--- src/rtl/fgen_pkg.sv ---
package fgen_pkg;

  localparam int FIELD_W   = 10;
  localparam int DIV_W     = 8;
  localparam int SEL_W     = 2;
  localparam int DATA_W    = 32;
  localparam int SCALE_POS = 30;
  localparam int PER_W     = DIV_W + 2;

  typedef struct packed {
    logic             en;
    logic [SEL_W-1:0] src;
    logic [DIV_W-1:0] ncode;
    logic             scale;
  } chan_cfg_t;

  // interpret one channel field under the chosen mode
  function automatic chan_cfg_t decode_field(input logic [FIELD_W-1:0] f,
                                             input logic ext,
                                             input logic scale);
    chan_cfg_t c;
    c.ncode = f[FIELD_W-1:2];
    c.scale = ext & scale;
    if (ext) begin
      c.en  = (f[1:0] != 2'd0);
      c.src = f[1:0] - 2'd1;
    end else begin
      c.en  = f[1];
      c.src = {1'b0, f[0]};
    end
    return c;
  endfunction

  // number of source strobes in one output period
  function automatic logic [PER_W-1:0] period_of(input chan_cfg_t c);
    logic [PER_W-1:0] base;
    base = PER_W'(c.ncode) + 1'b1;
    return c.scale ? base : (base << 1);
  endfunction

endpackage

--- src/rtl/fgen_rst_sync.sv ---
module fgen_rst_sync (
  input  logic clk,
  input  logic rst_n,
  output logic rst_sync_n
);

  logic [1:0] sync_q;

  always_ff @(posedge clk or negedge rst_n) begin
    if (!rst_n) sync_q <= 2'b00;
    else        sync_q <= {sync_q[0], 1'b1};
  end

  assign rst_sync_n = sync_q[1];

endmodule

--- src/rtl/fgen_ctrl_regs.sv ---
module fgen_ctrl_regs
  import fgen_pkg::*;
#(
  parameter int NREG   = 2,
  parameter int ADDR_W = 1
) (
  input  logic                            clk,
  input  logic                            rst_n,
  input  logic                            mode_in,
  input  logic                            wr_en,
  input  logic [ADDR_W-1:0]               wr_addr,
  input  logic [DATA_W-1:0]               wr_data,
  input  logic [ADDR_W-1:0]               rd_addr,
  output logic [DATA_W-1:0]               rd_data,
  output logic [NREG-1:0][SCALE_POS:0]    ctrl_o,
  output logic                            mode_o,
  output logic                            lock_o
);

  localparam logic [DATA_W-1:0] KEEP_BASIC =
    {{(DATA_W-SCALE_POS){1'b0}}, {SCALE_POS{1'b1}}};
  localparam logic [DATA_W-1:0] KEEP_EXT =
    {{(DATA_W-SCALE_POS-1){1'b0}}, {(SCALE_POS+1){1'b1}}};

  logic [NREG-1:0][DATA_W-1:0] ctrl_q, ctrl_n;
  logic                        mode_q, mode_n;
  logic                        lock_q;
  logic                        mode_eff;
  logic [DATA_W-1:0]           keep;

  always_comb begin
    mode_eff = lock_q ? mode_q : mode_in;
    keep     = mode_eff ? KEEP_EXT : KEEP_BASIC;
    mode_n   = mode_eff;
    ctrl_n   = ctrl_q;
    if (wr_en && (int'(wr_addr) < NREG))
      ctrl_n[wr_addr] = wr_data & keep;
  end

  always_ff @(posedge clk or negedge rst_n) begin
    if (!rst_n) begin
      ctrl_q <= '0;
      mode_q <= 1'b0;
      lock_q <= 1'b0;
    end else begin
      ctrl_q <= ctrl_n;
      mode_q <= mode_n;
      lock_q <= 1'b1;
    end
  end

  always_comb begin
    rd_data = '0;
    if (int'(rd_addr) < NREG) rd_data = ctrl_q[rd_addr];
  end

  for (genvar r = 0; r < NREG; r++) begin : g_out
    assign ctrl_o[r] = ctrl_q[r][SCALE_POS:0];
  end

  assign mode_o = mode_q;
  assign lock_o = lock_q;

endmodule

--- src/rtl/fgen_channel.sv ---
module fgen_channel
  import fgen_pkg::*;
#(
  parameter int NSRC = 3
) (
  input  logic               clk,
  input  logic               rst_n,
  input  logic [FIELD_W-1:0] field_i,
  input  logic               ext_i,
  input  logic               scale_i,
  input  logic [NSRC-1:0]    src_tick_i,
  output logic               tick_o,
  output logic               sq_o,
  output logic               run_o
);

  localparam int CNT_W = PER_W - 1;

  chan_cfg_t        fld_cfg, eff_cfg, act_q, act_n;
  logic [PER_W-1:0] eff_per, act_per, act_half;
  logic [CNT_W-1:0] cnt_q, cnt_n;
  logic             run_q, run_n;
  logic             tick_q, tick_n;
  logic             sel_tick, wrap;

  // next-state: settings reach the counter only at a period end
  always_comb begin
    fld_cfg  = decode_field(field_i, ext_i, scale_i);
    eff_cfg  = run_q ? act_q : fld_cfg;
    eff_per  = period_of(eff_cfg);
    sel_tick = 1'b0;
    for (int s = 0; s < NSRC; s++)
      if (int'(eff_cfg.src) == s) sel_tick = src_tick_i[s];
    wrap = sel_tick && ({1'b0, cnt_q} == (eff_per - 1'b1));

    run_n  = run_q;
    act_n  = act_q;
    cnt_n  = cnt_q;
    tick_n = 1'b0;
    if (!fld_cfg.en) begin
      run_n = 1'b0;
      cnt_n = '0;
    end else begin
      run_n  = 1'b1;
      tick_n = wrap;
      if (!run_q || wrap) act_n = fld_cfg;
      if (wrap)          cnt_n = '0;
      else if (sel_tick) cnt_n = cnt_q + 1'b1;
    end
  end

  always_ff @(posedge clk or negedge rst_n) begin
    if (!rst_n) begin
      run_q  <= 1'b0;
      act_q  <= '0;
      cnt_q  <= '0;
      tick_q <= 1'b0;
    end else begin
      run_q  <= run_n;
      act_q  <= act_n;
      cnt_q  <= cnt_n;
      tick_q <= tick_n;
    end
  end

  always_comb begin
    act_per  = period_of(act_q);
    act_half = act_per - (act_per >> 1);
  end

  assign sq_o   = run_q && act_q.en && ({1'b0, cnt_q} < act_half);
  assign tick_o = tick_q;
  assign run_o  = run_q;

endmodule

--- src/rtl/fgen_bank.sv ---
module fgen_bank
  import fgen_pkg::*;
#(
  parameter int NREG       = 2,
  parameter int CH_PER_REG = 3,
  parameter int NSRC       = 3,
  parameter int ADDR_W     = 1
) (
  input  logic                         clk,
  input  logic                         rst_n,
  input  logic                         mode_ext,
  input  logic [NSRC-1:0]              src_tick,
  input  logic                         wr_en,
  input  logic [ADDR_W-1:0]            wr_addr,
  input  logic [DATA_W-1:0]            wr_data,
  input  logic [ADDR_W-1:0]            rd_addr,
  output logic [DATA_W-1:0]            rd_data,
  output logic [NREG*CH_PER_REG-1:0]   ch_tick,
  output logic [NREG*CH_PER_REG-1:0]   ch_sq
);

  localparam int NCH = NREG * CH_PER_REG;

  logic                         rst_sync_n;
  logic [NREG-1:0][SCALE_POS:0] ctrl;
  logic                         mode_q;
  logic                         mode_lock;
  logic [NCH-1:0]               chan_run;

  fgen_rst_sync u_rst (
    .clk        (clk),
    .rst_n      (rst_n),
    .rst_sync_n (rst_sync_n)
  );

  fgen_ctrl_regs #(.NREG(NREG), .ADDR_W(ADDR_W)) u_regs (
    .clk     (clk),
    .rst_n   (rst_sync_n),
    .mode_in (mode_ext),
    .wr_en   (wr_en),
    .wr_addr (wr_addr),
    .wr_data (wr_data),
    .rd_addr (rd_addr),
    .rd_data (rd_data),
    .ctrl_o  (ctrl),
    .mode_o  (mode_q),
    .lock_o  (mode_lock)
  );

  for (genvar c = 0; c < NCH; c++) begin : g_ch
    localparam int REG  = c / CH_PER_REG;
    localparam int SLOT = c % CH_PER_REG;
    fgen_channel #(.NSRC(NSRC)) u_ch (
      .clk        (clk),
      .rst_n      (rst_sync_n),
      .field_i    (ctrl[REG][SLOT*FIELD_W +: FIELD_W]),
      .ext_i      (mode_q),
      .scale_i    (ctrl[REG][SCALE_POS]),
      .src_tick_i (src_tick),
      .tick_o     (ch_tick[c]),
      .sq_o       (ch_sq[c]),
      .run_o      (chan_run[c])
    );
  end

endmodule

--- config.mk ---
export PLATFORM = sky130hd
export DESIGN_NAME = fgen_bank
export DESIGN_NICKNAME = d
export VERILOG_FILES = /design/src/rtl/fgen_pkg.sv /design/src/rtl/fgen_rst_sync.sv /design/src/rtl/fgen_ctrl_regs.sv /design/src/rtl/fgen_channel.sv /design/src/rtl/fgen_bank.sv
export SDC_FILE = /design/constraint.sdc
export NUM_CORES = 1
export LEC_CHECK = 0
export BUFFER_PORTS_ARGS = -buffer_cell sky130_fd_sc_hd__buf_4
export CAP_MARGIN = 10
export CORE_MARGIN = 1.5
export CORE_UTILIZATION = 64
export CTS_CLUSTER_DIAMETER = 50
export DETAILED_ROUTE_END_ITERATION = 7
export HOLD_SLACK_MARGIN = 0.12
export PLACE_DENSITY = 0.92
export SETUP_SLACK_MARGIN = 0.1
export SLEW_MARGIN = 10
export SYNTH_ARGS = -nofsm -noshare
export SYNTH_HDL_FRONTEND = slang
export SYNTH_SLANG_ARGS = --single-unit
--- constraint.sdc ---
create_clock -name clk -period 8.15 [get_ports clk]
set_input_delay 1.2225 -clock clk [delete_from_list [all_inputs] [get_ports clk]]
set_output_delay 1.2225 -clock clk [all_outputs]
set_load 0.03 [all_outputs]
**Word level (Yosys, flattened, before mapping)**

Cells that the tools add are included.

- Add/subtract/negate cells: 36
- Eq/ne operators: 24
- Bitwise operators: 3
- Mux-type cells: 79
- $lt $le $gt $ge: 9
- Reductions and logical operators: 49

Operator list:

| cell | count |
|---|---|
| 9-bit 2-to-1 mux | 18 |
| 10-bit 2-to-1 mux | 12 |
| 8-bit by 1-bit adder with 9-bit output (second input constant) | 12 |
| 32-bit 2-to-1 mux | 3 |
| 11-bit 2-to-1 mux | 6 |
| 64-bit bitwise mux | 1 |
| 9-bit by 10-bit equality test with 1-bit output | 6 |
| 9-bit by 10-bit less-than comparator with 1-bit output | 6 |
| 10-bit by 1-bit subtractor with 10-bit output (second input constant) | 6 |
| 10-bit by 9-bit subtractor with 10-bit output | 6 |
| 9-bit by 1-bit adder with 9-bit output (second input constant) | 6 |
| 32-bit AND | 1 |
| 32-bit demux with 1-bit select | 1 |
| 1-bit 2-to-1 mux | 31 |
| 31-bit 2-to-1 mux | 1 |
| 2-bit equality test (second input constant) | 12 |
| 1-bit logical AND | 19 |
| 3-bit 2-to-1 mux | 6 |
| 3-bit != test (second input constant) | 6 |
| 2-bit zero test | 6 |
| 2-bit AND reduction | 6 |
| 2-bit nonzero test | 6 |
| 2-bit by 1-bit subtractor with 2-bit output (second input constant) | 6 |
| 1-bit zero test | 6 |
| other kinds (4) | 11 |

- Flip-flop bits (word level): 206
- Output and inout bits: 44

**Depth between registers and ports, before layout**

Gate-level depths: netlist (run 1).

- Word-level depth: 10
- Gate-level depth with buffers: 22
- Depth with buffers taken out: 20

**By module**

Synthesis (run 1) repeated with hierarchy kept, for this count alone.

- Cells, all modules: 2252
- Area total of the unflattened synthesis: 20284.5 µm²

Modules (own cells, without submodules):

| module | area each (µm²) | cells an instance | seq. area each (µm²) | instances |
|---|---|---|---|---|
| fgen_channel at g_ch[0].u_ch ... | 2890.3 | 346 | 575.6 | 5 |
| fgen_ctrl_regs | 2921.6 | 178 | 1601.5 | 1 |
| fgen_channel at g_ch[2].u_ch | 2857.7 | 341 | 575.6 | 1 |
| fgen_rst_sync | 53.8 | 3 | 50.0 | 1 |

**Least setup slack after synthesis (run 1)**

Ideal clock, no wire load.

- Path kind: register to output
- Start: register g_ch[0].u_ch.act_q[0] (netlist name)
- End: output port ch_sq[0]
- Stages on the path, launching flop included: 20
- Data arrival time: 4.057 ns
- Required time: 6.928 ns
- Setup slack: 2.870 ns
- Path buffers: 4
- Path through: dfrtp_1 -> clkbuf_1 -> clkbuf_1 -> buf_1 -> a21oi_1 -> fa_1 -> maj3_1 -> a21oi_1 -> o21bai_1 -> a21oi_1 -> o21bai_1 -> a21oi_1 -> xor2_1 -> ha_1 -> nand2_1 -> a21oi_1 -> a211oi_1 -> o211ai_1 -> nor3_1 -> buf_4

- Word-level cells in the longest chain between the ends: 4

Ends and longest elaborated chain:

| what | RTL line | RTL |
|---|---|---|
| from (decl) | fgen_channel.sv:19 | `chan_cfg_t fld_cfg, eff_cfg, act_q, act_n;` |
| from (signal assigned) | fgen_channel.sv:60 | `act_q <= act_n;` |
| 10-bit 2-to-1 mux | fgen_pkg.sv:38 | `return c.scale ? base : (base << 1);` |
| 10-bit by 9-bit subtractor with 10-bit output | fgen_channel.sv:68 | `act_half = act_per - (act_per >> 1);` |
| 9-bit by 10-bit less-than comparator with 1-bit output | fgen_channel.sv:71 | `assign sq_o = run_q && act_q.en && ({1'b0, cnt_q} < act_half);` |
| 1-bit logical AND | fgen_channel.sv:71 |  |
| to (decl) | fgen_bank.sv:19 | `output logic [NREG*CH_PER_REG-1:0] ch_sq` |

Every way passes these cells.

**Worst setup path in the final report (run 1)**

- Start: register g_ch[0].u_ch.act_q[2] (netlist name)
- End: output port ch_sq[0]

- Word-level cells in the longest chain between the ends: 5

Ends and longest elaborated chain:

| what | RTL line | RTL |
|---|---|---|
| 8-bit by 1-bit adder with 9-bit output | fgen_pkg.sv:37 | `base = PER_W'(c.ncode) + 1'b1;` |
| 10-bit 2-to-1 mux | fgen_pkg.sv:38 |  |
| 10-bit by 9-bit subtractor with 10-bit output | fgen_channel.sv:68 |  |
| 9-bit by 10-bit less-than comparator with 1-bit output | fgen_channel.sv:71 |  |
| 1-bit logical AND | fgen_channel.sv:71 |  |

Every way passes these cells.

==> results of run 1 <==
worst max-delay path by stage:
stage,startpoint,to,cells past startpoint
after global placement,g_ch[0].u_ch.act_q[2]$_DFFE_PN0P_,ch_sq[0],19
after CTS,g_ch[0].u_ch.act_q[2]$_DFFE_PN0P_,ch_sq[0],19
final,g_ch[0].u_ch.act_q[2]$_DFFE_PN0P_,ch_sq[0],19
after detailed placement,g_ch[0].u_ch.act_q[2]$_DFFE_PN0P_,ch_sq[0],19
after floorplan,u_rst.sync_q[1]$_DFF_PN0_,g_ch[0].u_ch.act_q[0]$_DFFE_PN0P_,0
after global routing,g_ch[0].u_ch.act_q[2]$_DFFE_PN0P_,ch_sq[0],19
critical path, cell delays in order, from the launching register on:
cell and delay (ns):
dfrtp_1 0.56, ha_1 0.47, xnor2_1 0.13, a21oi_1 0.34
inv_1 0.15, fa_1 0.50, maj3_1 0.37, a21oi_1 0.23
o21bai_1 0.10, a21oi_1 0.23, o21bai_1 0.09, a21oi_1 0.17
xor2_1 0.19, ha_1 0.26, nand2_1 0.08, a21oi_1 0.04
a211oi_1 0.44, o211ai_1 0.17, nor3_1 0.21, buf_4 0.20
power breakdown:
part / internal [mW] / switching (mW)
Sequential: 1.25 / 0.651
Clock: 0.708 / 0.512
Combinational: 2.84 / 3.47
Total: 4.80 / 4.63
kinds of logic (layout without fill, tap and decap cells):
| kind of cell | Yosys count | count (layout) | synth area share |
|---|---|---|---|
| muxes | 235 | 235 | 0.133 |
| other | 2 | 3 | 0.000383 |
| DFF | 204 | 204 | 0.260 |
| AOI/OAI and AO/OA | 557 | 557 | 0.193 |
| buffers and inverters | 243 | 239 | 0.0524 |
| adders and majority gates | 124 | 124 | 0.0808 |
| xor gates and xnor gates | 193 | 193 | 0.0865 |
| and+or+nand+nor | 730 | 730 | 0.194 |
cell usage after synthesis, types with 70 or more instances:
cell type  number
xor2_1         89
nand3_1       106
clkbuf_1       88
a21oi_1       125
nor3_1         70
o21ai_0       103
nor2_1        127
ha_1          114
nand2_1       162
mux2_2        116
dfrtp_1       204
xnor2_1       103
inv_1          95
layout make-up:
class / count / area [µm²]
clock inverters: 17 / 181
repair buffers: 91 / 699
fillers: 2128 / 8780
flip-flops and latches: 204 / 5110
well taps: 390 / 488
inverters: 98 / 368
clock buffers: 33 / 749
multi-input cells: 1842 / 13500
metal layers:
layer	routed length (µm)	part of all wire	vias up
met1	20200	0.40	8538
met2	24100	0.48	863
met4	1820	0.036	0
met3	4300	0.085	168
met5	0	0	-
li1	-	-	8364
registers in the layout (all words and copies together) (netlist names):
signal	cells
u_regs.ctrl_o	62
g_ch.u_ch.tick_o	6
u_regs.lock_o	1
u_rst.sync_q	2
u_regs.mode_o	1
g_ch.u_ch.cnt_q	54
g_ch.u_ch.act_q	72
g_ch.u_ch.run_o	6
==> metrics.txt, run 1 <==
max-cap check violation count 0; final period utilization 0.822; detailed-placement wirelength estimate around 36000 µm; routed vias 17933; met2 Resource Use GR 0.546; worst endpoint required time about 6.9 ns; final weighted congestion in routability-driven placement 0.918; clk_lat worst skew roughly 0.56 ns; starting density of the core 0.657; Fin Hold WS 0.137 ns; Max transition margin 0.236; grt met1 use 0.387; number of synthesized flops with an enable pin 0; Distinct cells, synth 96; synthesized instance count 2288; fin. max-slew vios 0; Inserted Diodes 0; IO Pins 85; initial antenna violation count 1; critical path peak fanout 11; first-pass GRT wire length 83500 µm; GRT overflow 0; syn_area_per_cell around 8.6 µm²; RSZ-0062 raised after global routing false; Num CTS Buffers 28; minimum clock period approximately 6.7 ns; H-tree lvl count 1; routing usage on met3 0.0652; commonest non-fill, non-tap cells in the layout dfrtp_1, nand2_1, nor2_1; final core utilization 0.706; Placed Area 0.0202 mm²; wire length per cell roughly 19 µm; sequential fraction of the synthesis area 0.260; Top FF cell, synth dfrtp_1; busiest grt layer met2; vias in the first global route about 17000; Cell Pwr Density between 400 and 500 mW/mm²; fraction of layout cells with a size suffix above 1 0.133; top post-synthesis cells by area dfrtp_1, ha_1, mux2_2, xnor2_1, xor2_1; Worst-path clk slew roughly 0.060 ns; skew final 0.0111 ns; FP Rows 63; Root Buffer clkbuf_16; final setup vio count 0; postcts setup bufs 0; kind of end point of the critical path output port; fmax about 0.15 GHz; Pwr Total approximately 9.4 mW; Async SR Flop Fraction 1.00; full die area 0.0317 mm²; pin count of the biggest net entering global routing approximately 200; Setup WS post-layout 1.45 ns; # nets final 2426; CTS Sinks 204; via/cell ratio between 6 and 7; DP Cell Count between 2000 and 3000; Setup TNS 0 ns; Least-Margin Pin Slew about 1.1 ns; Reg-to-Reg Start g_ch[1].u_ch.run_o$_DFF_PN0_; startpoint type of the worst setup path flip-flop; commonest non-fill, non-tap cell in the layout dfrtp_1; FF-to-FF End g_ch[1].u_ch.act_q[1]$_DFFE_PN0P_; area of the core around 0.03 mm²; number of port buffers approximately 80; R2R Setup Slk between 2 and 3 ns; Synthesis Warnings 0; leak pwr ~9.1 nW; peak supply drop between 300 and 400 µV; Die H ~180 µm; Routed Antenna Nets 0; Die X roughly 180 µm; number of iterations in the first detailed-routing pass 6; CTS tree done; Global Route Usage Sum 0.317; worst-case reg-to-reg path depth 12; Non-Filler Instances around 2700; Gates resized, CTS repair 0; cell area after synthesis about 0.020 mm²; status finished, final reports clean; CTS max path bufs 3; final wirelength a little over 50000 µm; area leader, netlist dfrtp_1; area delta synth->final 7.50%; CTS hold repair buffers 0; 1st-iter DRT viols around 1600; share of Yosys cell area claimed by the top area cell type 0.260; Hold WC Path Type flip-flop to async pin; Setup Slack @ Placement roughly 2.1 ns; CP Class flip-flop to output port; Fin. Hold Viols 0; critical path data arrival time 5.48 ns; FF+latch count, synth around 200; DRC Markers 0; Finished Cell Area between 0.02 and 0.025 mm²
Note: power is estimated with default switching activity, not from simulation.
==> run 2: changes to the inputs <==
- ABC_AREA: unset -> 1
- CORE_UTILIZATION: 64 -> 58
- PLACE_DENSITY: 0.92 -> 0.89
- clock period: 8.15 -> 5.7 ns (I/O delays scaled with it)
==> run 2 against run 1 <==
Net effect: non-clock buffer count down 5; critical endpoint is now ch_sq[1]; largest cell class unchanged; register-to-register slack worse by 1.2 ns; combinational power up 17%; design area up 1.1%; worst hold slack better by 0.21 ns; sequential share of layout area down 0.26 points.
==> metrics.txt, run 2 <==
status finished, final reports clean (unchanged); FP Rows 67 (was 63); routed vias 20220 (was 17933); Distinct cells, synth 44 (was 96); Flop pwr share 0.195 (was 0.201); Root Buffer clkbuf_16 (unchanged); peak supply drop 266 µV (was 318 µV); number of port buffers 82 (unchanged); Non-Filler Instances 3585 (was 2675); area delta synth->final 7.79% (was 7.50%); Int Power 5.47 mW (was 4.80 mW); critical path data arrival time 4.23 ns (was 5.48 ns); Gates resized, CTS repair 0 (unchanged); FF+latch count, synth 204 (unchanged); CTS hold repair buffers 1 (was 0); Placed Area 0.0204 mm² (was 0.0202 mm²); vias in the first global route 18819 (was 17451); Cell Pwr Density 527 mW/mm² (was 447 mW/mm²); postcts setup bufs 0 (unchanged); synthesized instance count 3093 (was 2288); Max transition margin 0.254 (was 0.236); syn_area_per_cell 6.40 µm² (was 8.58 µm²); max reg flops 72 (unchanged); Routed Antenna Nets 0 (unchanged); number of iterations in the first detailed-routing pass 6 (unchanged); commonest non-fill, non-tap cell in the layout nand2_1 (was dfrtp_1); Least-Margin Pin Slew 1.12 ns (was 1.14 ns); DP Cell Count 3537 (was 2624); GRT overflow 0 (unchanged); via/cell ratio 5.64 (was 6.70); fmax between 0.15 and 0.2 GHz; Die X 188 µm (was 178 µm); Sw Ratio 0.513 (was 0.491); P_sw 5.76 mW (was 4.63 mW); Top FF cell, synth dfrtp_1 (unchanged); leak pwr 11.0 nW (was 9.13 nW); H-tree lvl count 1 (unchanged); share of Yosys cell area claimed by the top area cell type 0.258 (was 0.260); Reg-to-Reg Start g_ch[3].u_ch.run_o$_DFF_PN0_ (was g_ch[1].u_ch.run_o$_DFF_PN0_); max-cap check violation count 0 (unchanged); DRC Markers 0 (unchanged); commonest non-fill, non-tap cells in the layout nand2_1, nand3_1, inv_1 (was dfrtp_1, nand2_1, nor2_1); final weighted congestion in routability-driven placement 0.953 (was 0.918); Inserted Diodes 0 (unchanged); cell area after synthesis 0.0198 mm² (was 0.0196 mm²); Crit. Startpoint g_ch[1].u_ch.act_q[2]$_DFFE_PN0P_ (was g_ch[0].u_ch.act_q[2]$_DFFE_PN0P_); Gate power share 0.656 (was 0.669); Global Route Usage Sum 0.291 (was 0.317); final setup vio count 0 (unchanged); Hold WC Path Type flip-flop to flip-flop (was flip-flop to async pin); Async SR Flop Fraction 1.00 (unchanged); CP Class flip-flop to output port (unchanged); Commonest cells post-synth nand2_1, nand3_1, inv_1, o21ai_0, dfrtp_1 (was dfrtp_1, nand2_1, nor2_1, a21oi_1, mux2_2); detailed-placement wirelength estimate 39600 µm (was 35800 µm); full die area 0.0352 mm² (was 0.0317 mm²); final wirelength 51700 µm (was 50400 µm); wire length per cell 14.4 µm (was 18.8 µm); register with the most flip-flops g_ch.u_ch.act_q (unchanged); top post-synthesis cells by area dfrtp_1, nand2_1, nand3_1, ha_1, inv_1 (was dfrtp_1, ha_1, mux2_2, xnor2_1, xor2_1); most frequent cell after synthesis nand2_1 (was dfrtp_1); area of the core 0.0335 mm² (was 0.0299 mm²); kind of end point of the critical path output port (unchanged); minimum clock period ~5 ns; worst endpoint required time 4.85 ns (was 6.93 ns); clock network fraction of total power 0.150 (was 0.129); RSZ-0062 raised after global routing false (unchanged); Fin. Hold Viols 0 (unchanged); 1st-iter DRT viols 1704 (was 1620); number of synthesized flops with an enable pin 0 (unchanged); Worst-path clk slew 0.07 ns (was 0.06 ns); hold_sp u_rst.sync_q[0]$_DFF_PN0_; # nets final 3279 (was 2426); Synthesis Warnings 0 (unchanged); fin. max-slew vios 0 (unchanged); critical path peak fanout 5 (was 11); first-pass GRT wire length 87500 µm (was 83500 µm); CTS Sinks 204 (unchanged); area leader, netlist dfrtp_1 (unchanged); sequential fraction of the synthesis area 0.258 (was 0.260); initial antenna violation count 0 (was 1); skew final 0.0271 ns (was 0.0111 ns); pin count of the biggest net entering global routing 123 (was 196); Num CTS Buffers 26 (was 28); CTS tree done (unchanged); final period utilization 0.892; startpoint type of the worst setup path flip-flop (unchanged); Pwr Total 11.2 mW (was 9.43 mW); fraction of layout cells with a size suffix above 1 0.0877 (was 0.133); Die H 188 µm (was 178 µm); clk_lat worst skew 0.55 ns (was 0.56 ns); Finished Cell Area 0.0213 mm² (was 0.0211 mm²); CTS max path bufs 3 (unchanged); starting density of the core 0.590 (was 0.657); IO Pins 85 (unchanged); Setup TNS 0 ns (unchanged)
==> run 2: power groups by stage <==
| stage | Clock (mW) | Combinational, mW | Sequential (mW) |
|---|---|---|---|
| 6_report | 1.68 | 7.37 | 2.19 |
| 2_1_floorplan | 0 | 5.94 | 2.03 |
| 4_1_cts | 1.70 | 7.27 | 2.17 |
| 3_3_place_gp | 0 | 6.82 | 2.17 |
| 3_5_place_dp | 0 | 7.22 | 2.18 |
| 5_1_grt | 1.76 | 8.41 | 2.23 |
==> run 2: worst paths after layout <==
check                                                     end  slack, ns  cells past startpoint
setup / recovery                                     ch_sq[1]       0.61                     20
min in group asynchronous   g_ch[4].u_ch.act_q[8]$_DFFE_PN0P_       0.53                      0
setup reg to reg           g_ch[3].u_ch.act_q[10]$_DFFE_PN0P_       1.52                     21
max in group asynchronous   g_ch[5].u_ch.act_q[8]$_DFFE_PN0P_       3.89                      1
hold / removal                      u_rst.sync_q[1]$_DFF_PN0_       0.35                      0
hold reg to reg                     u_rst.sync_q[1]$_DFF_PN0_       0.35                      0
==> run 2: kinds of logic (layout without fill, tap and decap cells) <==
group,count (synthesis),in the layout,synth area share
buf+inv,452,495,0.0985
mux,9,9,0.00512
compound gates,344,344,0.0942
xor+xnor,123,123,0.0545
fa+ha+maj,120,120,0.0782
flops,204,204,0.258
other cells,2,3,0.000380
simple gates,1839,1839,0.411
==> run 2: per-layer routing <==
layer  routed length [µm]  GRT usage  share of wire  up-vias
met1                22700      0.388           0.44     9364
li1                     -          -              -    10104
met5                    0          0              0        -
met2                23800      0.484           0.46      624
met4                 2260      0.126          0.044        0
met3                 2980     0.0268          0.058      128
==> run 2: layout make-up <==
class / count / area (µm²)
Timing Repair Buffer: 86 / 661
Sequential cell: 204 / 5110
Fill cell: 2938 / 12200
Multi-Input combinational cell: 2438 / 12700
Clock inverter: 15 / 151
Inverter: 362 / 1360
Tap cell: 448 / 561
Clock buffer: 32 / 744
==> run 2: metrics by stage <==
stage,setup WS (ns),utilization,hold WS (ns)
detailed placement,1.20,0.609,0.336
floorplan,1.64,-,0.331
CTS,0.630,0.636,0.350
global placement,1.33,0.609,0.337
global route,0.229,0.636,0.351
finish,0.613,0.636,0.350
==> run 2: critical path, cell delays in order (launching register included) <==
cell and delay [ns]:
dfrtp_1 0.44, ha_1 0.22, nand2_1 0.06, nor2_1 0.15, xor2_1 0.11, or2_2 0.28, o21ai_0 0.15, inv_1 0.09
ha_1 0.36, nand2_1 0.08, nor3_1 0.17, nand2_1 0.07, nand2_1 0.14, xor2_1 0.17, ha_1 0.28, a21oi_1 0.14
o221a_2 0.20, o21ai_0 0.08, a21o_1 0.17, a21oi_1 0.15, buf_4 0.18
==> run 3: changes to the inputs <==
- PLACE_DENSITY: 0.89 -> 0.82
==> run 3 against run 2 <==
Net effect: sequential share of layout area shrank 0.27 points; critical path depth shrank 1; via count shrank 0.72%; non-clock buffer count is the same; highest routed layer unchanged; fmax shrank 0.95%; power grew 3.3%; utilization grew 0.72 points; global-route usage grew 0.18 points; die area is the same; combinational power is essentially flat; setup slack lost 0.049 ns.
==> metrics.txt, run 3 (same netlist as run 2, synthesis figures left out) <==
Fillers 2957 (was 2938); Inserted Diodes 0 (unchanged); peak supply drop 389 µV (was 266 µV); fraction of layout cells with a size suffix above 1 0.0902 (was 0.0877); area of the multi-input gates 0.0127 mm² (unchanged); max incr delay on CP 0.45 ns (was 0.44 ns); Global Route Usage Sum 0.293 (was 0.291); CP Class flip-flop to output port (unchanged); delay-heaviest family, CP compound AO/OA/AOI/OAI gates (was simple AND/OR/NAND/NOR gates); number of iterations in the first detailed-routing pass 6 (unchanged); starting density of the core 0.590 (unchanged); via/cell ratio 5.58 (was 5.64); number of port buffers 82 (unchanged); Least-Margin Pin Slew 1.12 ns (about the same); Gate power share 0.633 (was 0.656); CTS hold repair buffers 1 (unchanged); WP depth 19 (was 20); area delta synth->final 9.01% (was 7.79%); Routed Antenna Nets 0 (unchanged); Num CTS Buffers 31 (was 26); startpoint type of the worst setup path flip-flop (unchanged); IO Pins 85 (unchanged); CTS max path bufs 3 (unchanged); R2R Setup Slk 1.55 ns (was 1.52 ns); Setup TNS 0 ns (unchanged); 1st-iter DRT viols 1560 (was 1704); postcts setup bufs 0 (unchanged); Fin. Hold Viols 0 (unchanged); first-pass GRT wire length 87400 µm (was 87500 µm); worst endpoint required time 4.85 ns (about the same); critical path data arrival time 4.28 ns (was 4.23 ns); CP cell instances nand3_1 -> nor2_1 -> nand2_1 -> xor2_1 -> o21ai_0 -> inv_1 -> ha_1 -> nand2_1 -> nor3_1 -> nand2_1 -> nand2_1 -> xor2_1 -> ha_1 -> a21oi_1 -> o221a_2 -> o21ai_0 -> a21o_1 -> a21oi_1 -> buf_4 (was ha_1 -> nand2_1 -> nor2_1 -> xor2_1 -> or2_2 -> o21ai_0 -> inv_1 -> ha_1 -> nand2_1 -> nor3_1 -> nand2_1 -> nand2_1 -> xor2_1 -> ha_1 -> a21oi_1 -> o221a_2 -> o21ai_0 -> a21o_1 -> a21oi_1 -> buf_4); commonest non-fill, non-tap cell in the layout nand2_1 (unchanged); CTS Sinks 204 (unchanged); area of the core 0.0335 mm² (unchanged); final wirelength 51800 µm (was 51700 µm); CTS tree done (unchanged); Gates resized, CTS repair 0 (unchanged); clock network fraction of total power 0.180 (was 0.150); register with the most flip-flops g_ch.u_ch.act_q (unchanged); Flop pwr share 0.188 (was 0.195); Die H 188 µm (unchanged); pin count of the biggest net entering global routing 185 (was 123); final setup vio count 0 (unchanged); max-cap check violation count 0 (unchanged); Hold WC Path Type flip-flop to async pin (was flip-flop to flip-flop); status finished, final reports clean (unchanged); GRT overflow 0 (unchanged); Sw Ratio 0.501 (was 0.513); vias in the first global route 18696 (was 18819); fmax 0.195 GHz (was 0.197 GHz); worst-case reg-to-reg path depth 21 (unchanged); FP Rows 67 (unchanged); CP bufs+invs 2 (unchanged); FF-to-FF End g_ch[2].u_ch.act_q[5]$_DFFE_PN0P_ (was g_ch[3].u_ch.act_q[10]$_DFFE_PN0P_); Critical Path End ch_sq[1] (unchanged); final period utilization 0.901 (was 0.892); Root Buffer clkbuf_16 (unchanged); leak pwr 11.2 nW (was 11.0 nW); initial antenna violation count 0 (unchanged); commonest non-fill, non-tap cells in the layout nand2_1, nand3_1, inv_1 (unchanged); routed vias 20075 (was 20220); DRC Markers 0 (unchanged); critical path peak fanout 5 (unchanged); max reg flops 72 (unchanged); final weighted congestion in routability-driven placement 0.926 (was 0.953); clk_lat worst skew 0.57 ns (was 0.55 ns); wire length per cell 14.4 µm (about the same); Cell Pwr Density 538 mW/mm² (was 527 mW/mm²); Fin Hold WS 0.211 ns (was 0.350 ns); flip-flop and latch area 0.00511 mm² (unchanged); kind of end point of the critical path output port (unchanged); minimum clock period 5.14 ns (was 5.09 ns); Crit. Startpoint g_ch[1].u_ch.act_q[3]$_DFFE_PN0P_ (was g_ch[1].u_ch.act_q[2]$_DFFE_PN0P_); Max transition margin 0.253 (was 0.254); RSZ-0062 raised after global routing false (unchanged); CP most frequent cell nand2_1 (unchanged); Die X 188 µm (unchanged); Reg-to-Reg Start g_ch[2].u_ch.run_o$_DFF_PN0_ (was g_ch[3].u_ch.run_o$_DFF_PN0_); full die area 0.0352 mm² (unchanged); P_sw 5.82 mW (was 5.76 mW); detailed-placement wirelength estimate 39300 µm (was 39600 µm); # nets final 3284 (was 3279); fin. max-slew vios 0 (unchanged); slowest cell on the critical path dfrtp_1 (unchanged); Worst-path clk slew 0.06 ns (was 0.07 ns); final core utilization 0.643 (was 0.636); Int Power 5.79 mW (was 5.47 mW); H-tree lvl count 1 (unchanged); skew final 0.0111 ns (was 0.0271 ns)
==> run 3: changes by cell type in the layout (fill, tap and decap cells not counted), sizes merged <==
cell / change
clkinvlp: +1
inv: +3
clkbuf: +4
clkinv: -2
bufinv: +4
==> run 3: worst min path at each step <==
stage,start,endpoint,slack (ns),depth (start not counted)
6_report,u_rst.sync_q[1]$_DFF_PN0_,g_ch[4].u_ch.act_q[8]$_DFFE_PN0P_,0.21,0
5_1_grt,u_rst.sync_q[1]$_DFF_PN0_,g_ch[4].u_ch.act_q[8]$_DFFE_PN0P_,0.23,0
4_1_cts,u_rst.sync_q[1]$_DFF_PN0_,g_ch[4].u_ch.act_q[8]$_DFFE_PN0P_,0.22,0
3_5_place_dp,u_rst.sync_q[1]$_DFF_PN0_,g_ch[4].u_ch.act_q[8]$_DFFE_PN0P_,0.21,0
3_3_place_gp,u_rst.sync_q[1]$_DFF_PN0_,g_ch[4].u_ch.act_q[7]$_DFFE_PN0P_,0.21,0
2_1_floorplan,u_rst.sync_q[0]$_DFF_PN0_,u_rst.sync_q[1]$_DFF_PN0_,0.33,0
==> run 3: final cells by class <==
cell class | count | share of cell area
clock buffer | 36 | 0.0387
clock inverter | 21 | 0.0140
inverter | 362 | 0.0631
multi-input combinational | 2438 | 0.591
sequential | 204 | 0.237
tap | 448 | 0.0260
timing repair buffer | 86 | 0.0306
==> run 3: stage by stage <==
step                cells  instance area [µm²]  total power, mW  worst slack, ns
floorplan            3094                19800             7.97             1.64
global placement     3537                20400             9.03             1.33
detailed placement   3537                20400             9.39             1.22
CTS                  3595                21600             11.6            0.549
global route         3595                21600             12.8            0.184
finish               3595                21600             11.6            0.565
==> run 3: metal layers <==
layer  share of wire  global-route usage
met1            0.46               0.396
met2            0.45               0.481
met3           0.053              0.0341
met4           0.039               0.111
met5               0                   0
==> run 3: worst reg2reg max path, delay by kind of cell, from the launching register on <==
family	cells	cell delay, ns
and+or+nand+nor	17	2.50
buffers and inverters	3	0.59
DFF	1	0.74
adders and majority gates	1	0.26
==> run 3: power groups by stage <==
stage,logic [mW],clock network [mW],registers (mW)
3_5_place_dp,7.21,0,2.18
5_1_grt,8.40,2.17,2.23
4_1_cts,7.28,2.11,2.16
6_report,7.34,2.09,2.18
2_1_floorplan,5.94,0,2.03
3_3_place_gp,6.87,0,2.16
